`config.mk`:
```
export PLATFORM = sky130hd
export DESIGN_NAME = panel_console
export DESIGN_NICKNAME = d
export VERILOG_FILES = /design/src/rtl/console_pkg.sv /design/src/rtl/console_start_sync.sv /design/src/rtl/console_seq.sv /design/src/rtl/console_lamp.sv /design/src/rtl/panel_console.sv
export SDC_FILE = /design/constraint.sdc
export NUM_CORES = 1
export LEC_CHECK = 0
export BUFFER_PORTS_ARGS = -buffer_cell sky130_fd_sc_hd__buf_2
export CORE_ASPECT_RATIO = 2
export CORE_UTILIZATION = 37
export DETAILED_ROUTE_END_ITERATION = 10
export PLACE_DENSITY = 0.9
export SLEW_MARGIN = 0
export SYNTH_ARGS = -nofsm -noshare
export SYNTH_HDL_FRONTEND = slang
export SYNTH_SLANG_ARGS = --single-unit
export TNS_END_PERCENT = 5
```
`constraint.sdc`:
```
create_clock -name clk -period 2.5 [get_ports clk]
set_input_delay 0.5 -clock clk [delete_from_list [all_inputs] [get_ports clk]]
set_output_delay 0.5 -clock clk [all_outputs]
set_load 0.01 [all_outputs]
```
`src/rtl/console_pkg.sv`:
```
package console_pkg;
  parameter int unsigned CON_DW      = 16;
  parameter int unsigned CON_RW      = 4;
  parameter int unsigned CON_PC_STEP = 2;

  typedef enum logic [2:0] {
    MODE_LOAD = 3'd0,
    MODE_READ = 3'd1,
    MODE_STEP = 3'd2,
    MODE_RUN  = 3'd3
  } mode_e;

  typedef enum logic [1:0] {
    TGT_REG  = 2'd0,
    TGT_STAT = 2'd1,
    TGT_MEM  = 2'd2
  } tgt_e;

  // Next console address after one word access.
  function automatic logic [CON_DW-1:0] pc_advance(input logic [CON_DW-1:0] pc);
    return pc + CON_DW'(CON_PC_STEP);
  endfunction
endpackage

```
`src/rtl/console_start_sync.sv`:
```
module console_start_sync #(
  parameter int unsigned SYNC_STAGES = 2
) (
  input  logic clk,
  input  logic rst_n,
  input  logic start_raw,
  output logic start_pulse
);
  logic [SYNC_STAGES:0] chain_q;

  always_ff @(posedge clk or negedge rst_n) begin
    if (!rst_n) chain_q <= '0;
    else        chain_q <= {chain_q[SYNC_STAGES-1:0], start_raw};
  end

  // Rising edge of the synchronised level.
  assign start_pulse = chain_q[SYNC_STAGES-1] & ~chain_q[SYNC_STAGES];
endmodule

```
`src/rtl/console_seq.sv`:
```
module console_seq
  import console_pkg::*;
#(
  parameter int unsigned DW = CON_DW,
  parameter int unsigned RW = CON_RW
) (
  input  logic          clk,
  input  logic          rst_n,
  input  logic          start_pulse,
  input  logic [2:0]    mode_sel,
  input  logic [1:0]    tgt_sel,
  input  logic [RW-1:0] reg_sel,
  input  logic [DW-1:0] sw_word,
  input  logic [DW-1:0] pc_rdata,
  output logic          rf_we,
  output logic [RW-1:0] rf_waddr,
  output logic [DW-1:0] rf_wdata,
  output logic          st_we,
  output logic          mem_we,
  output logic          cpu_step,
  output logic          cpu_run
);
  logic  step_d, run_d;
  mode_e mode;
  tgt_e  tgt;

  assign mode = mode_e'(mode_sel);
  assign tgt  = tgt_e'(tgt_sel);

  always_comb begin
    rf_we    = 1'b0;
    rf_waddr = reg_sel;
    rf_wdata = sw_word;
    st_we    = 1'b0;
    mem_we   = 1'b0;
    step_d   = 1'b0;
    run_d    = cpu_run;
    if (start_pulse) begin
      if (cpu_run) begin
        if (mode != MODE_RUN) run_d = 1'b0;
      end else begin
        case (mode)
          MODE_LOAD: begin
            case (tgt)
              TGT_REG:  rf_we = 1'b1;
              TGT_STAT: st_we = 1'b1;
              TGT_MEM: begin
                mem_we   = 1'b1;
                rf_we    = 1'b1;
                rf_waddr = '0;
                rf_wdata = pc_advance(pc_rdata);
              end
              default: ;
            endcase
          end
          MODE_READ: begin
            if (tgt == TGT_MEM) begin
              rf_we    = 1'b1;
              rf_waddr = '0;
              rf_wdata = pc_advance(pc_rdata);
            end
          end
          MODE_STEP: step_d = 1'b1;
          MODE_RUN:  run_d  = 1'b1;
          default: ;
        endcase
      end
    end
  end

  always_ff @(posedge clk or negedge rst_n) begin
    if (!rst_n) begin
      cpu_step <= 1'b0;
      cpu_run  <= 1'b0;
    end else begin
      cpu_step <= step_d;
      cpu_run  <= run_d;
    end
  end
endmodule

```
`src/rtl/console_lamp.sv`:
```
module console_lamp
  import console_pkg::*;
#(
  parameter int unsigned DW = CON_DW
) (
  input  logic          clk,
  input  logic          rst_n,
  input  logic [2:0]    mode_sel,
  input  logic [1:0]    tgt_sel,
  input  logic [DW-1:0] sw_word,
  input  logic [DW-1:0] rf_rdata,
  input  logic [DW-1:0] st_rdata,
  input  logic [DW-1:0] mem_rdata,
  output logic [DW-1:0] lamp_word
);
  logic [DW-1:0] lamp_d;

  always_comb begin
    if (mode_e'(mode_sel) == MODE_READ) begin
      case (tgt_e'(tgt_sel))
        TGT_REG:  lamp_d = rf_rdata;
        TGT_STAT: lamp_d = st_rdata;
        TGT_MEM:  lamp_d = mem_rdata;
        default:  lamp_d = '0;
      endcase
    end else begin
      lamp_d = sw_word;
    end
  end

  always_ff @(posedge clk or negedge rst_n) begin
    if (!rst_n) lamp_word <= '0;
    else        lamp_word <= lamp_d;
  end
endmodule

```
`src/rtl/panel_console.sv`:
```
module panel_console
  import console_pkg::*;
#(
  parameter int unsigned DW          = CON_DW,
  parameter int unsigned RW          = CON_RW,
  parameter int unsigned SYNC_STAGES = 2
) (
  input  logic          clk,
  input  logic          rst_n,
  input  logic [0:DW-1] sw_data,
  output logic [0:DW-1] lamp,
  input  logic [RW-1:0] reg_sel,
  input  logic [2:0]    mode_sel,
  input  logic [1:0]    tgt_sel,
  input  logic          start_raw,
  output logic [RW-1:0] rf_raddr,
  input  logic [DW-1:0] rf_rdata,
  input  logic [DW-1:0] pc_rdata,
  output logic          rf_we,
  output logic [RW-1:0] rf_waddr,
  output logic [DW-1:0] rf_wdata,
  input  logic [DW-1:0] st_rdata,
  output logic          st_we,
  output logic [DW-1:0] st_wdata,
  output logic [DW-1:0] mem_addr,
  input  logic [DW-1:0] mem_rdata,
  output logic          mem_we,
  output logic [DW-1:0] mem_wdata,
  output logic          cpu_step,
  output logic          cpu_run
);
  logic [DW-1:0] sw_word;
  logic [DW-1:0] lamp_word;
  logic          start_pulse;

  // Panel index i carries machine bit DW-1-i.
  for (genvar i = 0; i < DW; i++) begin : g_bitmap
    assign sw_word[DW-1-i] = sw_data[i];
    assign lamp[i]         = lamp_word[DW-1-i];
  end

  assign rf_raddr  = reg_sel;
  assign mem_addr  = pc_rdata;
  assign st_wdata  = sw_word;
  assign mem_wdata = sw_word;

  console_start_sync #(.SYNC_STAGES(SYNC_STAGES)) u_sync (
    .clk(clk), .rst_n(rst_n), .start_raw(start_raw), .start_pulse(start_pulse)
  );

  console_seq #(.DW(DW), .RW(RW)) u_seq (
    .clk(clk), .rst_n(rst_n), .start_pulse(start_pulse),
    .mode_sel(mode_sel), .tgt_sel(tgt_sel), .reg_sel(reg_sel),
    .sw_word(sw_word), .pc_rdata(pc_rdata),
    .rf_we(rf_we), .rf_waddr(rf_waddr), .rf_wdata(rf_wdata),
    .st_we(st_we), .mem_we(mem_we),
    .cpu_step(cpu_step), .cpu_run(cpu_run)
  );

  console_lamp #(.DW(DW)) u_lamp (
    .clk(clk), .rst_n(rst_n), .mode_sel(mode_sel), .tgt_sel(tgt_sel),
    .sw_word(sw_word), .rf_rdata(rf_rdata), .st_rdata(st_rdata),
    .mem_rdata(mem_rdata), .lamp_word(lamp_word)
  );
endmodule

```
==> After elaboration in Yosys (flattened, before gate mapping) <==
Index checks and enable logic that the tools add are counted.
{ "word_totals": {"ff_bits": 21, "inputBits": 92, "output_inout_bits": 93, "elab_cells": 45} }
{ "classes": {"add_sub_neg": 1, "n_eq_ne": 6, "n_mux": 28, "bitwise_logic": 2, "reduce_logical": 4} }
{ "op_table": {"columns": ["cell", "count"], "rows": [
  ["16-bit two-way mux", 5],
  ["16-bit one-hot mux with 3 select lines", 1],
  ["1-bit two-way mux", 17],
  ["16-bit by 2-bit adder with 16-bit output, second input constant", 1],
  ["4-bit two-way mux", 4],
  ["3-bit by 2-bit equality test with 1-bit output, second input constant", 2],
  ["2-bit OR reduction", 2],
  ["3-bit by 1-bit equality test with 1-bit output, second input constant", 1],
  ["3-bit logical NOT", 1],
  ["3-bit by 2-bit != test with 1-bit output, second input constant", 1],
  ["2-bit by 1-bit equality test with 1-bit output, second input constant", 1],
  ["2-bit equality test, second input constant", 1],
  ["2-bit logical NOT", 1],
  ["1-bit one-hot mux with 2 select lines", 1],
  ["1-bit bitwise AND", 1],
  ["1-bit NOT", 1]
]} }

==> Longest topological paths before layout <==
{ "logic_depth": {"word_depth": 6, "depth_mapped": 7, "depth_no_buf": 6} }

==> Cells and area by module <==
Synthesis repeated with hierarchy kept, for this count alone.
{ "hier_totals": {"cells_unflattened": 251, "hier_area_um2": 2152.1} }
{ "modules_own_cells": {"columns": ["mod", "instances", "cells_per_inst", "area_each_um2", "seq_area_each_um2"], "rows": [
  ["console_lamp", 1, 106, 964.7, 400.4],
  ["console_seq", 1, 89, 708.2, 50.0],
  ["panel_console", 1, 52, 390.4, 0.0],
  ["console_start_sync", 1, 4, 88.8, 75.1]
]} }

==> Worst setup path before layout <==
OpenSTA, ideal clock, no wires.
{ "synth_timing": {"kind": "input -> output", "from": "input port mode_sel[2]", "to": "output port st_we", "arrival_ps": 1640, "required_ps": 2000, "slack_ps": 360, "cell_stages": 3, "path_buffers": 0, "path_cell_list": "or4b_4 -> or3_4 -> nor3b_2"} }
{ "synth_via": {"elab_chain_len": 4} }
{ "synth_lines": {"columns": ["element", "line", "rtl"], "rows": [
  ["from (decl)", "panel_console.sv:13", "input logic [2:0] mode_sel,"],
  ["3-bit logical NOT", "console_seq.sv:42", "case (mode)"],
  ["1-bit two-way mux", "console_seq.sv:42", null],
  ["1-bit two-way mux", "console_seq.sv:39", "if (cpu_run) begin"],
  ["1-bit two-way mux", "console_seq.sv:38", "if (start_pulse) begin"],
  ["to (decl)", "panel_console.sv:23", "output logic st_we,"]
]} }
Every way passes these cells.

==> Final worst setup path <==
{ "layout_timing": {"from": "register u_seq.cpu_run", "to": "output port rf_wdata[9]"} }
{ "layout_via": {"elab_chain_len": 2} }
{ "layout_lines": {"columns": ["element", "line", "rtl"], "rows": [
  ["from (decl)", "console_seq.sv:21", "output logic cpu_run"],
  ["from (signal assigned)", "console_seq.sv:77", "cpu_run <= run_d;"],
  ["16-bit two-way mux", "console_seq.sv:39", null],
  ["16-bit two-way mux", "console_seq.sv:38", null],
  ["to (decl)", "panel_console.sv:21", "output logic [DW-1:0] rf_wdata,"]
]} }
Every way passes these cells.

==> impl_summary.md <==
STA
At the pin with the least slew margin, the transition time is 0.594 ns. The hold violation total from the final report is 0. Setup repair after global routing could not meet its margin everywhere. Setup violations remaining at the end of the flow were counted as 0. Dividing the final minimum period by the clock period gives 0.991.

The final critical path time including I/O delays and setup is about 2.5 ns. The final-layout worst hold slack is 0.204 ns. The relative slew slack is 0.602. On the final layout, the worst clock skew is about 0.00061 ns. The number of max-slew violations in the final report was 0. The upper clock frequency limit is ~400 MHz. The final total negative setup slack is 0 ns.

Worst setup path
The cell class contributing the biggest share of worst-path delay is simple AND/OR/NAND/NOR gates. The startpoint identified for the worst register-to-register timing path is u_seq.cpu_run. The worst register-to-register path has a depth of 2. The endpoint arrival time on the critical path is about 2.0 ns. By startpoint and endpoint, the worst setup path is classified as register to output port. The critical path goes through or4b_4 -> nor2_4 -> nand2_8 -> clkbuf_16 -> o21ai_1 -> buf_2. The required arrival time at the worst endpoint is around 2 ns. Counting both buffers and inverters, the worst setup path holds a total of 2. The biggest fanout along the worst timing path is 7. The worst setup path is captured at an output port. For this design, the slowest cell found on the critical path is or4b_4. The startpoint type of the worst setup path is a register.

The largest single stage delay on the critical path is roughly 0.53 ns. In this run the critical register-to-register path is captured at u_seq.cpu_step. The setup check on the worst reg-to-reg path leaves a slack of 1.30 ns.

Global route
For this run, the total global-route usage over all layers was measured as 0.213. Entering global routing, the biggest net connects 33 pins. The met1 demand-to-capacity share in global routing is 0.216. The most crowded layer after global routing is met2. The initial antenna violation count is 0. For met3 alone, demand over resource in global routing was 0.0291.

The global-route wire length before repair is 8.90 mm. The number of global-route vias before repair is 1967. The total overflow left after global routing is 0. The fraction of met2 tracks used by global routing is 0.407.

Synth
The post-synthesis mux area share is 0.105. When the netlist entered floorplanning its net count stood at 339. The count of flip-flops with a built-in enable after synthesis is 0. By count the netlist is led by buf_4, nor2_1, a21oi_1. Sorting the synthesized cells by area gives the leading types as dfrtp_1, buf_4, a21oi_1. The simple logic cell fraction of the synthesized area is 0.205. Counting flops and latches in the post-synthesis netlist gives 21. Dividing the synthesized area by the synthesized cell count gives 7.95 um^2. Of the total synthesized cell area, the portion taken by full adders, half adders and majority gates is 0.00639. The area fraction of the dominant cell type after synthesis is 0.269. The post-synthesis share of cell area spent on xor and xnor gates is 0.0582. By instance count, the leading cell after synthesis is buf_4. Among all flip-flop cells after synthesis, the most frequent one is dfrtp_1.

The gate count of the mapped netlist is around 250. The number of different library cells used by synthesis comes to 32. The synthesized-area fraction occupied by ao, oa, aoi and oai cells is 0.120.

The dominant combinational cell family by area after synthesis is buffers and inverters. Yosys printed 0 warnings. In the synthesized netlist the async set-or-reset flop fraction comes to 1.00.

The largest total area in the synthesized netlist belongs to dfrtp_1. The synthesized netlist occupies a cell area of 1960 um^2. For this run, the register share of the synthesized area comes to 0.269.

Power
VDD sags by at most 0.262 mV. Power spread over the standard cell area amounts to around 350 nW/um^2. The leakage power total is approximately 1.5 nW.

Drt
The detailed router finished its first iteration with 72 violations. Using the TritonRoute via totals, the vias-per-cell ratio works out to 4.93. In the routed design, unresolved DRC markers number 0.

The count of TritonRoute iterations in the first routing pass is 4. The routed layout has ~2200 vias. After detailed routing, the average wire length per cell comes to roughly 14 um. The count of nets left with antenna violations once routing finished came out at 0. The wire length reported by the detailed router is ~6.3 mm.

Clock network
The library cell used as clock root buffer is clkbuf_8. For this design, the CTS-stage hold fixing added 0 buffers. The number of buffers on the longest clock path is 2. TritonCTS built the clock tree. Clock-pin slew was measured on the worst setup and hold paths at 0.07 ns. The total number of clock tree sinks is 21.

CTS built an H-tree with a depth of 1. The number of CTS-inserted buffers is 3. The insertion delay of the later-clocked pin in the worst-skew pair is 0.25 ns.

Die
Pin placement for this block handled around 190 I/O pins. The die is roughly 100 um tall. The floorplan step defined a die boundary enclosing between 5000 and 6000 um^2. The row count is 37. The area inside the core boundary is 5090 um^2. The initial utilization of the core area, before any placement, comes to 0.384. The floorplan step set the die width to between 50 and 60 um.

Layout
Summing all non-filler instances in the final layout gives an area of ~2700 um^2. Measured on the finished design, the core utilization comes to 0.536. The number of antenna diodes in the final layout is 0. In the final design database the tool counted between 400 and 500 nets. The area growth from synthesis to final layout is 39.6%. Of the cells placed in the final design, the portion with a size suffix greater than 1 is 0.570.

Job
The tool flagged a number of max-cap violations equal to 0.

Place
The count of buffers added on input and output ports is between 150 and 200. The area after detailed placement is approximately 2500 um^2. The weighted congestion reported at the end of routability-driven placement is about 0.84.

Detailed placement ended at an HPWL of ~5.0 mm.

Hold path
The type of the worst min-delay path is input port to asynchronous set/reset pin.

Outcome
The run finished with clean final reports.
==> final cells by class <==
| type | instances | area [um^2] |
|---|---|---|
| Fill cell | 487 | 2360 |
| Timing Repair Buffer | 193 | 1040 |
| Clock buffer | 4 | 45.0 |
| Multi-Input combinational cell | 163 | 1050 |
| Sequential cell | 21 | 526 |
| Tap cell | 58 | 72.6 |
==> logic make-up after synthesis <==
| group | Yosys count |
|---|---|
| fa+ha+maj | 1 |
| mux | 19 |
| flops | 21 |
| compound gates | 47 |
| buf+inv | 64 |
| simple gates | 81 |
| xor+xnor | 13 |
==> sequential cells by signal, summed over array words and instances, names as in the netlist <==
name,cells
u_seq.cpu_step,1
u_sync.chain_q,3
u_seq.cpu_run,1
u_lamp.lamp_word,16
==> placed cells by master, fill, tap and decap left out, types with 2 or more instances in the layout <==
cell type / instances
mux2i_1: 16
buf_6: 4
nor3b_2: 3
o21ai_1: 9
clkbuf_8: 3
nor2_1: 34
dfrtp_1: 21
xnor2_1: 6
buf_2: 181
mux2_4: 3
nand2_2: 3
nand3_1: 4
a21oi_1: 32
buf_4: 6
o21ai_2: 5
and2_1: 4
nand2_8: 2
nand4_1: 2
xor2_1: 7
and3_1: 3
nand2_1: 17
==> worst max path at each step <==
stage	start	end	slack, ns	cells after the start
floorplan	mode_sel[2]	st_we	0.36	3
global placement	mode_sel[2]	rf_wdata[8]	0.04	6
detailed placement	mode_sel[2]	rf_wdata[7]	-0.03	7
CTS	u_seq.cpu_run	rf_wdata[7]	0.02	6
global route	u_sync.chain_q[2]	rf_wdata[5]	-0.04	6
finish	u_seq.cpu_run	rf_wdata[9]	0.02	6
==> report_power, final <==
group | total [mW] | leakage (nW) | internal (mW) | switching (mW)
clock | 0.215 | 0.0228 | 0.113 | 0.102
sequential | 0.372 | 0.247 | 0.363 | 0.00812
combinational | 0.377 | 1.22 | 0.174 | 0.204
total | 0.964 | 1.49 | 0.650 | 0.314
==> worst reg2reg max path: cells and delay by family (launching register included) <==
family,cells,cell delay [ns]
AND/OR/NAND/NOR,2,0.71
flip-flops,1,0.41
==> timing repair <==
item	CTS	global route
setup endpoints to repair	2	16
pin swaps	1	3
cloned	1	2
resized for setup	2	15
buffers inserted	1	1
==> metal layers <==
metal  vias up  wire [um]  part of all wire
met2       127       3490              0.55
met1       985       2260              0.36
met5         -          0                 0
li1       1040          -                 -
met4         0        145             0.023
met3        13        449             0.071
==> metrics by stage <==
step | setup slack, ns | power, mW | cells
final | 0.0230 | 0.964 | 439
after global routing | -0.0415 | 1.02 | 439
after CTS | 0.0218 | 0.959 | 436
after detailed placement | -0.0296 | 0.740 | 430
after global placement | 0.0405 | 0.729 | 430
after floorplan | 0.360 | 0.595 | 246
No activity file was read; power rests on OpenSTA's default activity.
